`src/rtl/burst_offset_seq.sv`:
```
module burst_offset_seq #(
  parameter int ADDR_W = 20
) (
  input  logic              clk,
  input  logic              rst_n,
  input  logic              clk_en,
  input  logic              load,
  input  logic              advance,
  input  logic              order_sel,
  input  logic [ADDR_W-1:0] start_addr,
  output logic [ADDR_W-1:0] addr_out,
  output logic [1:0]        beat_idx
);

  localparam int HI_W = ADDR_W - 2;

  logic [HI_W-1:0] base_hi;
  logic [1:0]      base_lo;
  logic [1:0]      beat_q;
  logic [1:0]      offset;

  always_ff @(posedge clk or negedge rst_n) begin
    if (!rst_n) begin
      base_hi <= '0;
      base_lo <= '0;
      beat_q  <= '0;
    end else if (clk_en) begin
      if (load) begin
        base_hi <= start_addr[ADDR_W-1:2];
        base_lo <= start_addr[1:0];
        beat_q  <= '0;
      end else if (advance) begin
        beat_q  <= beat_q + 2'd1;
      end
    end
  end

  assign offset   = order_sel ? (base_lo ^ beat_q) : (base_lo + beat_q);
  assign addr_out = {base_hi, offset};
  assign beat_idx = beat_q;

endmodule

```
`config.mk`:
```
export PLATFORM = sky130hd
export DESIGN_NAME = burst_offset_seq
export DESIGN_NICKNAME = d
export VERILOG_FILES = /design/src/rtl/burst_offset_seq.sv
export SDC_FILE = /design/constraint.sdc
export NUM_CORES = 1
export LEC_CHECK = 0
export ABC_AREA = 0
export ABC_CLOCK_PERIOD_IN_PS = 1760
export BUFFER_PORTS_ARGS = -buffer_cell sky130_fd_sc_hd__buf_4
export CAP_MARGIN = 20
export CORE_MARGIN = 5
export CORE_UTILIZATION = 45
export CTS_CLUSTER_DIAMETER = 200
export DETAILED_ROUTE_END_ITERATION = 8
export HOLD_SLACK_MARGIN = 0.08
export PLACE_DENSITY = 0.89
export SYNTH_ARGS = -nofsm -noshare
export SYNTH_HDL_FRONTEND = slang
export SYNTH_SLANG_ARGS = --single-unit
```
`constraint.sdc`:
```
create_clock -name clk -period 1.76 [get_ports clk]
set_clock_uncertainty 0.05 [all_clocks]
set_input_delay 0.176 -clock clk [delete_from_list [all_inputs] [get_ports clk]]
set_output_delay 0.176 -clock clk [all_outputs]
set_load 0.03 [all_outputs]
```
Word-level counts from Yosys, hierarchy flattened:

Index checks and enable logic that the tools add are counted.

* register bits: 22
* latch bits: 0
* bits in writable memories: 0
* ROM bits: 0
* input port bits: 26
* output and inout bits: 22
* word-level logic and storage cells: 12
* memories kept: 0

* add/sub/neg operators: 2
* multipliers: 0
* divide/modulo/power cells: 0
* magnitude comparators: 0
* equality and inequality tests: 0
* shift-type cells: 0
* multiplexer cells: 3
* bitwise logic cells: 1
* reduce and logical (&&, ||, !) cells: 3

Operators with widths (number)
* $mux W2: 3
* $reduce_and A2 Y1: 2
* $add A2 B1 Y2 const B: 1
* $add A2 B2 Y2: 1
* $reduce_bool A2 Y1: 1
* $xor A2 B2 Y2: 1

Depth between registers and ports, before layout:

Gate-level depths: netlist of run 1.

* depth in word-level cells: 3
* depth in mapped cells: 3
* mapped depth without buffers: 3

Least setup slack after synthesis of run 1:

Ideal clock, no wire load.

* kind: register -> output
* from: register beat_q[0], in the netlist beat_idx[0]
* to: output port addr_out[1]
* arrival time: 1.384 ns
* path slack: 0.150 ns
* stages on the path, launching flop included: 4
* buffers on the path: 0
* cell sequence: dfrtp_1 ha_1 nor2b_1 xnor2_1

* longest elaborated chain between the ends: 2

Ends and longest elaborated chain
* from (decl): line 19 `logic [1:0] beat_q;`
* from (signal assigned): line 33 `beat_q <= beat_q + 2'd1;`
* $add A2 B2 Y2: line 38 `assign offset = order_sel ? (base_lo ^ beat_q) : (base_lo + beat_q);`
* $mux W2: line 38
* to (decl): line 11 `output logic [ADDR_W-1:0] addr_out,`

No other way between the ends.

Worst setup path in the final report of run 1:

* from: register beat_q[0], in the netlist beat_idx[0]
* to: register beat_q[0], in the netlist beat_idx[0]

* longest elaborated chain between the ends: 3

Ends and longest elaborated chain
* $add A2 B1 Y2: line 33
* $mux W2: line 32 `end else if (advance) begin`
* $mux W2: line 28 `if (load) begin`

No other way between the ends. The select of a mux whose other input is x is not followed.
A chain may end at the register's enable or synchronous reset.

==> impl_metrics.toml, run 1 <==
[cells_and_area]
drive_gt1_share_pct = 56.6
nNetsFinal = 158
final_util_pct = 79.9
multiInputGateArea_sq_um = 383
seq_area_sq_um = 551
syn2layout_area_growth_pct = 66.1
antenna_cells = 0
fill_cells = 112

[sta]
finalCriticalPeriod_ns = 1.69
drv_slew = 0
rsz0062_at_grt = "false"
slew_headroom_pct = 73.8
worstMarginPinSlew_ns = 0.391
fmax_mhz = 591
period_share_pct = 96.1
setup_tns_ns = 0
setup_viol_count_final = 0
fin_hold_ws_ns = 0.117
hold_viol = 0

[yosys]
syn_nets = 84
synth.distinct_cells = 14
ys_warn_count = 0
syn_area_per_cell_sq_um = 16.9
synthCells = 57
syn_area_sq_um = 963
ys_ff_latch = 22
yosysSeqAreaShare_pct = 57.1

[power_and_ir_drop]
p_sw_w = 0.000469
power.leakage_nw = 0.824
p_clk_share_pct = 15.4
switching_share_pct = 33.1
power_frac_seq_pct = 44.6
peakVddDrop_uv = 684
power_density_nw_per_um2 = 884
p_comb_share_pct = 40.0
p_int_w = 0.000946

[worst_setup_path]
crit_path_start_kind = "flop"
setup.worst_path.start = "beat_idx[0]"
worst_path_largest_cell_delay_ns = 0.57
worst-path-max-fanout = 4
r2r_start = "beat_idx[0]"
slowest_stage = "dlygate4sd3_1"
critPathCaptureType = "flop"
crit_end = "beat_idx[0]"
r2r_cells = 4
rr_endpoint = "beat_idx[0]"
r2r_slack_ns = 0.07
cp.arrival_ns = 1.88
crit_chain = "inv_1 -> mux2_2 -> o22ai_1 -> dlygate4sd3_1"
cp.required_ns = 1.95
crit_type = "flop to flop"

[placement]
place.gp.congestion = 0.810
dp_hpwl_mm = 1.60
io_buffers = 47

[global_route]
grt_max_degree = 23
grt_pass1_wl_mm = 4.21
antenna_found_initial = 0
grt_pass1_vias = 853
overflow = 0
grt_usage_pct = 17.7

[routing]
wl_mm = 2.61
post_drt_wl_per_cell_microns = 16.7
num_vias = 758
drtPass1Iterations = 4
drc = 0
antenna_left = 0
viasPerCell = 4.86
first_iter_violations = 15

[die]
die_y_microns = 56.3
rows = 16
fp.dieW_microns = 56.3
core_area_sq_um = 2000
start_util_pct = 48.1
die_area_sq_um = 3170
io_pins = 48

[clock_network]
htree_levels = 1
cts_buffers = 3
clockBufferDepth = 2
root_buffer = "clkbuf_4"
numClockSinks = 22
path_clk_slew_ns = 0.11
cts_tree = "built"
cts_resized = 0
clkLatencyLatePin_ns = 0.30

[run]
max-cap-violations = 0

[hold_path]
min_path_type = "input port to flop"

[outcome]
outcome = "finished, final reports clean"
## repair_timing
action / in CTS / in global routing
setup buffers: 0 / 0
setup endpoints to repair: 0 / 0
hold endpoints to repair: 44 / 0
hold buffers: 23 / 0
## placed cells by master, fill, tap and decap left out, drive strengths merged, types with 2 or more instances in the layout
cell type / count
xnor2: 2
inv: 2
dfrtp: 22
nand2: 2
mux2: 21
buf: 48
dlygate4sd3: 23
clkbuf: 3
## how the worst min path moves through the flow
stage                       end  cells past startpoint    start  slack (ns)
global route        beat_idx[1]                      3  advance        0.12
finish              beat_idx[1]                      3  advance        0.12
floorplan            base_hi[0]                      0    rst_n       -0.17
detailed placement  base_hi[11]                      1    rst_n        0.03
global placement     base_hi[7]                      1    rst_n        0.02
CTS                 beat_idx[1]                      3  advance        0.12
## worst max-delay path: cells and delay by family, from the launching register on
family,cells,cell delay [ns]
buf+inv,2,0.69
compound gates,1,0.11
mux,1,0.35
flops,1,0.43
## cell usage after synthesis (all sizes together)
| master | instances | area [sq um] |
|---|---|---|
| nor2b | 1 | 6.26 |
| mux2 | 21 | 312 |
| ha | 1 | 12.5 |
| nand2 | 2 | 10.0 |
| o21ai | 1 | 5.00 |
| buf | 2 | 22.5 |
| o41ai | 1 | 8.76 |
| dfrtp | 22 | 551 |
| a21oi | 1 | 5.00 |
| o22ai | 1 | 6.26 |
| xnor2 | 2 | 17.5 |
| inv | 2 | 7.51 |
## kinds of logic (layout without fill, tap and decap cells)
group,Yosys count,in the layout,synth area share [%]
flops,22,22,57.1
mux,21,21,32.3
compound gates,4,4,2.60
buf+inv,4,76,3.12
simple gates,3,3,1.69
xor+xnor,2,2,1.82
fa+ha+maj,1,1,1.30
## area by class of cell
| type | instances | share of cell area (%) |
|---|---|---|
| Multi-Input combinational cell | 31 | 23.9 |
| Tap cell | 27 | 2.11 |
| Timing Repair Buffer | 71 | 37.7 |
| Sequential cell | 22 | 34.4 |
| Clock buffer | 3 | 1.41 |
| Inverter | 2 | 0.469 |
## registers in the layout (all words and copies together) (netlist names)
name	count
base_lo	2
base_hi	18
beat_idx	2
## through the flow
stage / cells / instance area (sq um) / worst slack (ns) / total power, W
finish: 156 / 1600 / 0.0691 / 0.00141
CTS: 156 / 1600 / 0.0676 / 0.00141
floorplan: 57 / 963 / 0.150 / 0.000945
global route: 156 / 1600 / 0.0205 / 0.00149
detailed placement: 130 / 1350 / 0.473 / 0.00116
global placement: 130 / 1350 / 0.490 / 0.00114
## metal layers
layer  up-vias  track usage, %  wire length, microns
li1        344               -                     -
met1       369            17.1                   890
met2        33            33.2                  1440
met3        12            1.38                   124
met4         0            14.9                   154
met5         -               0                     0
## power groups by stage
stage	Combinational, W	Sequential, W	Clock [W]
2_1_floorplan	0.000181	0.000763	0
3_3_place_gp	0.000510	0.000632	0
3_5_place_dp	0.000519	0.000636	0
4_1_cts	0.000565	0.000627	0.000220
5_1_grt	0.000592	0.000639	0.000255
6_report	0.000566	0.000631	0.000218
No activity file was read; power rests on OpenSTA's default activity.
==> run 2: changes to the inputs <==
--- a/config.mk
+++ b/config.mk
@@ -5,7 +5,7 @@
 export SDC_FILE = /design/constraint.sdc
 export NUM_CORES = 1
 export LEC_CHECK = 0
-export ABC_AREA = 0
+export ABC_AREA = 1
 export ABC_CLOCK_PERIOD_IN_PS = 1760
 export BUFFER_PORTS_ARGS = -buffer_cell sky130_fd_sc_hd__buf_4
 export CAP_MARGIN = 20
==> run 2 against run 1 <==
First-iteration DRC count rose by 33%. Non-clock buffer count fell by 2. Die area fell by 1.8%. Total power fell by 3.4%. Via count rose by 32%. Register-to-register slack improved by 0.81 ns. Critical path type is now flop to primary output.
==> impl_metrics.toml, run 2 <==
[outcome]
outcome = "finished, final reports clean"

[cells_and_area]
final_util_pct = 78.3
largest-register = "base_hi"
drive_gt1_share_pct = 29.6
stdcell_count = 206
largest_reg_flops = 18
nNetsFinal = 207
syn2layout_area_growth_pct = 64.8
final_cell_mix = "buf_4 (48), nand2_1 (47), nand3_1 (23), dfrtp_1 (22), dlygate4sd3_1 (21)"
final_common_cell = "buf_4"
fin_area_sq_um = 1550
antenna_cells = 0
fill_cells = 111

[power_and_ir_drop]
power_frac_seq_pct = 44.8
p_sw_w = 0.000476
power_density_nw_per_um2 = 880
power.leakage_nw = 0.847
p_clk_share_pct = 20.8
peakVddDrop_uv = 705
p_int_w = 0.000891
switching_share_pct = 34.8
p_comb_share_pct = 34.4

[yosys]
ys.flop_type = "dfrtp_1"
ys_top_cells_by_area = "dfrtp_1 (58%), nand2_1 (19%), nand3_1 (12%)"
yosysSeqAreaShare_pct = 58.4
synth_xor_area_share_pct = 0
synth_most_common_cell = "nand2_1"
synth-async-reset-ratio_pct = 100
synthMuxAreaShare_pct = 0
synthCells = 112
synth_edf_count = 0
synth.distinct_cells = 10
ys_warn_count = 0
synth-compound-area-share_pct = 2.52
synthSimpleGateAreaFrac_pct = 32.5
syn_area_per_cell_sq_um = 8.41
synthAdderAreaFrac_pct = 1.33
syn_nets = 139
ys_ff_latch = 22
yosysTopAreaCell = "dfrtp_1"
syn_area_sq_um = 942
yosysTopAreaCellShare_pct = 58.4
ys_top_cells_by_count = "nand2_1 (47), nand3_1 (23), dfrtp_1 (22), buf_2 (6), inv_1 (5)"
synth_top_family_by_area = "simple AND/OR/NAND/NOR gates"

[die]
rows = 16
die_y_microns = 55.8
die_area_sq_um = 3110
fp.dieW_microns = 55.8
io_pins = 48
core_area_sq_um = 1980
start_util_pct = 47.5

[clock_network]
htree_levels = 1
clkLatencyLatePin_ns = 0.31
clockBufferDepth = 2
root_buffer = "clkbuf_4"
cts_buffers = 3
path_clk_slew_ns = 0.12
numClockSinks = 22
cts_tree = "built"

[worst_setup_path]
r2r_cells = 3
worst-path-max-fanout = 5
cp.required_ns = 1.53
r2r_slack_ns = 0.88
setup.worst_path.start = "beat_idx[0]"
crit_end = "addr_out[1]"
critPathCaptureType = "primary output"
crit_type = "flop to primary output"
rr_endpoint = "beat_idx[1]"
critPathMostFrequentCell = "inv_1"
crit_path_start_kind = "flop"
slowest_stage = "dfrtp_1"
worst_path_largest_cell_delay_ns = 0.45
crit_chain = "ha_1 -> inv_1 -> nor2_1 -> nand3_1 -> nand2_1 -> inv_1 -> buf_4"
r2r_start = "beat_idx[0]"
cp.arrival_ns = 1.46

[run]
max-cap-violations = 0

[routing]
drtPass1Iterations = 4
viasPerCell = 4.87
wl_mm = 2.78
post_drt_wl_per_cell_microns = 13.5
num_vias = 1004
drc = 0
antenna_left = 0
first_iter_violations = 20

[global_route]
use_met2_pct = 34.8
grt_pass1_wl_mm = 4.65
grt_pass1_vias = 1052
grt_usage_pct = 19.0
gr-max-usage-layer = "met2"
use_met3_pct = 3.71
overflow = 0
grt_max_degree = 24
antenna_found_initial = 0
use_met1_pct = 20.1

[placement]
pre_cts_ws_ns = 0.424
dp_hpwl_mm = 1.77
postPlaceCellArea_sq_um = 1310
io_buffers = 47
post-place-cells = 181
place.gp.congestion = 0.758

[sta]
setup_tns_ns = 0
slew_headroom_pct = 70.7
rsz0062_at_grt = "false"
fmax_mhz = 592
worstMarginPinSlew_ns = 0.438
finalCriticalPeriod_ns = 1.69
hold_viol = 0
period_share_pct = 96.0
setup_viol_count_final = 0
final.setup.worst_slack_ns = 0.0713
drv_slew = 0

[hold_path]
min_path_type = "input port to flop"
==> run 2: changes by cell type in the layout (fill, tap and decap cells not counted), sizes merged, moves of 2 or more <==
cell | previous run | this run
nand2 | 2 | 47
nand3 | 0 | 23
mux2 | 21 | 0
nor2 | 0 | 4
inv | 2 | 5
dlygate4sd3 | 23 | 21
xnor2 | 2 | 0
==> run 2: repair_timing <==
action,4_1_cts,5_1_grt
hold buffers,21,0
endpoints found under the hold margin,42,0
setup buffers,0,0
gates resized for setup,0,0
==> run 2: power by group through the flow <==
stage / clock [W] / sequential, W / combinational (W)
after floorplan: 0 / 0.000734 / 0.000128
after global placement: 0 / 0.000621 / 0.000421
after detailed placement: 0 / 0.000622 / 0.000433
after CTS: 0.000279 / 0.000612 / 0.000471
after global routing: 0.000299 / 0.000622 / 0.000506
final: 0.000284 / 0.000613 / 0.000471
==> run 2: final cells by class <==
type	instances	area (sq um)	share of cell area, %
multi-input combinational	79	343	22.1
clock buffer	4	36.3	2.34
inverter	5	18.8	1.21
timing repair buffer	69	571	36.7
tap	27	33.8	2.18
sequential	22	551	35.5
==> run 2: cells by family after synthesis <==
kind of cell	Yosys count
AOI/OAI and AO/OA	4
adders and majority gates	1
DFF	22
buffers and inverters	11
and+or+nand+nor	74
==> run 2: worst min-delay path by stage <==
stage | startpoint | to | depth (start not counted)
floorplan | rst_n | base_hi[0] | 0
global placement | rst_n | base_hi[17] | 1
detailed placement | rst_n | base_hi[17] | 1
CTS | advance | beat_idx[1] | 3
global route | advance | beat_idx[1] | 3
finish | advance | beat_idx[1] | 3
==> run 2: routing by layer <==
| layer | routed length, microns | up-vias |
|---|---|---|
| met5 | 0 | - |
| met4 | 97 | 0 |
| met3 | 162 | 8 |
| met2 | 1490 | 42 |
| met1 | 1030 | 462 |
| li1 | - | 492 |
==> run 2: worst max-delay path, delay by kind of cell (launching register included) <==
family                     cells  cell delay (ns)
buffers and inverters          3             0.24
and+or+nand+nor                3             0.26
DFF                            1             0.45
adders and majority gates      1             0.21
==> run 2: stage by stage <==
stage | power [W] | hold WS [ns]
final | 0.00137 | 0.0997
after floorplan | 0.000862 | -0.170
after detailed placement | 0.00105 | 0.0281
after global placement | 0.00104 | 0.0219
after global routing | 0.00143 | 0.129
after CTS | 0.00136 | 0.0961
==> run 3: changes to the inputs <==
--- a/config.mk
+++ b/config.mk
@@ -15,6 +15,7 @@
 export DETAILED_ROUTE_END_ITERATION = 8
 export HOLD_SLACK_MARGIN = 0.08
 export PLACE_DENSITY = 0.89
+export SETUP_SLACK_MARGIN = 0.2
 export SYNTH_ARGS = -nofsm -noshare
 export SYNTH_HDL_FRONTEND = slang
 export SYNTH_SLANG_ARGS = --single-unit
==> run 3 against run 2 <==
Fmax increased by 8.1%. Final area rose by 1.7%. Combinational power grew 5.3%. Register-to-register slack got worse by 0.08 ns. Clock power is 5% lower. Worst hold slack better by 0.012 ns. First-iteration DRC count up 75%. Core utilization grew 1.3 points. Sequential power hardly changed. Die area is the same. Critical path depth stayed put. Critical path type unchanged.
==> impl_metrics.toml, run 3 (synthesized netlist as in run 2, its figures left out) <==
[clock_network]
root_buffer = "clkbuf_4"
clockBufferDepth = 2
path_clk_slew_ns = 0.12
clkLatencyLatePin_ns = 0.29
cts_buffers = 3
cts_tree = "built"
numClockSinks = 22
htree_levels = 1

[global_route]
grt_usage_pct = 20.4
grt_max_degree = 24
overflow = 0
grt_pass1_wl_mm = 5.06
grt_pass1_vias = 1102
antenna_found_initial = 0

[sta]
setup_tns_ns = 0
worstMarginPinSlew_ns = 0.464
setup_viol_count_final = 0
hold_viol = 0
finalCriticalPeriod_ns = 1.56
rsz0062_at_grt = "true"
drv_slew = 0
fmax_mhz = 640
final.setup.worst_slack_ns = 0.198
period_share_pct = 88.8
slew_headroom_pct = 69.0

[worst_setup_path]
r2r_cells = 4
r2r_start = "beat_idx[0]"
crit_path_start_kind = "flop"
critPathCaptureType = "primary output"
rr_endpoint = "beat_idx[1]"
cp.arrival_ns = 1.34
cp.required_ns = 1.53
crit_end = "addr_out[1]"
crit_type = "flop to primary output"
setup.worst_path.start = "beat_idx[0]"
worst-path-max-fanout = 2
r2r_slack_ns = 0.80

[die]
fp.dieW_microns = 55.8
die_y_microns = 55.8
io_pins = 48
core_area_sq_um = 1980
start_util_pct = 47.5
die_area_sq_um = 3110
rows = 16

[power_and_ir_drop]
peakVddDrop_uv = 637
power.leakage_nw = 0.852
fin_total_pwr_w = 0.00138
power_frac_seq_pct = 44.5
p_comb_share_pct = 36.0
p_sw_w = 0.000479
p_clk_share_pct = 19.6
switching_share_pct = 34.7
power_density_nw_per_um2 = 874
p_int_w = 0.000900

[routing]
num_vias = 1038
post_drt_wl_per_cell_microns = 14.7
antenna_left = 0
drc = 0
viasPerCell = 5.01
wl_mm = 3.04
first_iter_violations = 35
drtPass1Iterations = 4

[cells_and_area]
nNetsFinal = 208
syn2layout_area_growth_pct = 67.6
final_util_pct = 79.7
drive_gt1_share_pct = 32.2
fill_cells = 114
final_common_cell = "buf_4"
largest_reg_flops = 18
final_cell_mix = "buf_4 (48), nand2_1 (47), nand3_1 (22), dfrtp_1 (22), dlygate4sd3_1 (21)"
largest-register = "base_hi"
antenna_cells = 0

[placement]
pre_cts_ws_ns = 0.424
place.gp.congestion = 0.758
io_buffers = 47
dp_hpwl_mm = 1.77

[outcome]
outcome = "finished, final reports clean"

[hold_path]
min_path_type = "input port to flop"

[run]
max-cap-violations = 0
## run 3: routing by layer
layer | up-vias | track usage, % | share of wire, %
li1 | 489 | - | -
met1 | 486 | 21.6 | 37
met2 | 51 | 39.4 | 54
met3 | 12 | 3.94 | 5.8
met4 | 0 | 7.64 | 3.3
met5 | - | 0 | 0
## run 3: timing repair
| action | 4_1_cts | 5_1_grt |
|---|---|---|
| endpoints found under the hold margin | 42 | 0 |
| pin swaps | 4 | 4 |
| buffers inserted | 1 | 0 |
| cloned | 0 | 0 |
| hold buffers | 21 | 0 |
| resized for setup | 4 | 2 |
| setup endpoints to repair | 1 | 1 |
## run 3: worst max-delay path, cell delays in order (launching register included)
cell and delay (ns):
dfrtp_1 0.40, ha_2 0.21, inv_2 0.05, nor2_4 0.08, nand3_2 0.07, nand2_1 0.06
inv_1 0.04, buf_6 0.13
## run 3: worst min-delay path by stage
| stage | from | to | slack (ns) | cells after the start |
|---|---|---|---|---|
| 2_1_floorplan | rst_n | base_hi[0] | -0.17 | 0 |
| 3_3_place_gp | rst_n | base_hi[17] | 0.02 | 1 |
| 6_report | advance | beat_idx[1] | 0.11 | 3 |
| 5_1_grt | advance | beat_idx[1] | 0.14 | 3 |
| 4_1_cts | advance | beat_idx[1] | 0.1 | 3 |
| 3_5_place_dp | rst_n | base_hi[17] | 0.03 | 1 |
## run 3: metrics by stage
stage | instances | hold slack (ns) | cell area [sq um]
finish | 207 | 0.112 | 1580
global route | 207 | 0.138 | 1580
CTS | 207 | 0.0961 | 1570
detailed placement | 181 | 0.0281 | 1310
global placement | 181 | 0.0219 | 1310
floorplan | 112 | -0.170 | 942
## run 3: area by class of cell
| type | instances | area [sq um] | share of cell area (%) |
|---|---|---|---|
| Sequential cell | 22 | 551 | 34.9 |
| Multi-Input combinational cell | 79 | 358 | 22.7 |
| Timing Repair Buffer | 70 | 582 | 36.8 |
| Inverter | 5 | 18.8 | 1.19 |
| Clock buffer | 4 | 36.3 | 2.30 |
| Tap cell | 27 | 33.8 | 2.14 |
## run 3: power by group through the flow
stage               logic [W]  clock network, W  registers [W]
floorplan            0.000128                 0       0.000734
global placement     0.000421                 0       0.000621
detailed placement   0.000433                 0       0.000622
CTS                  0.000485          0.000279       0.000610
global route         0.000531          0.000294       0.000621
finish               0.000496          0.000270       0.000613
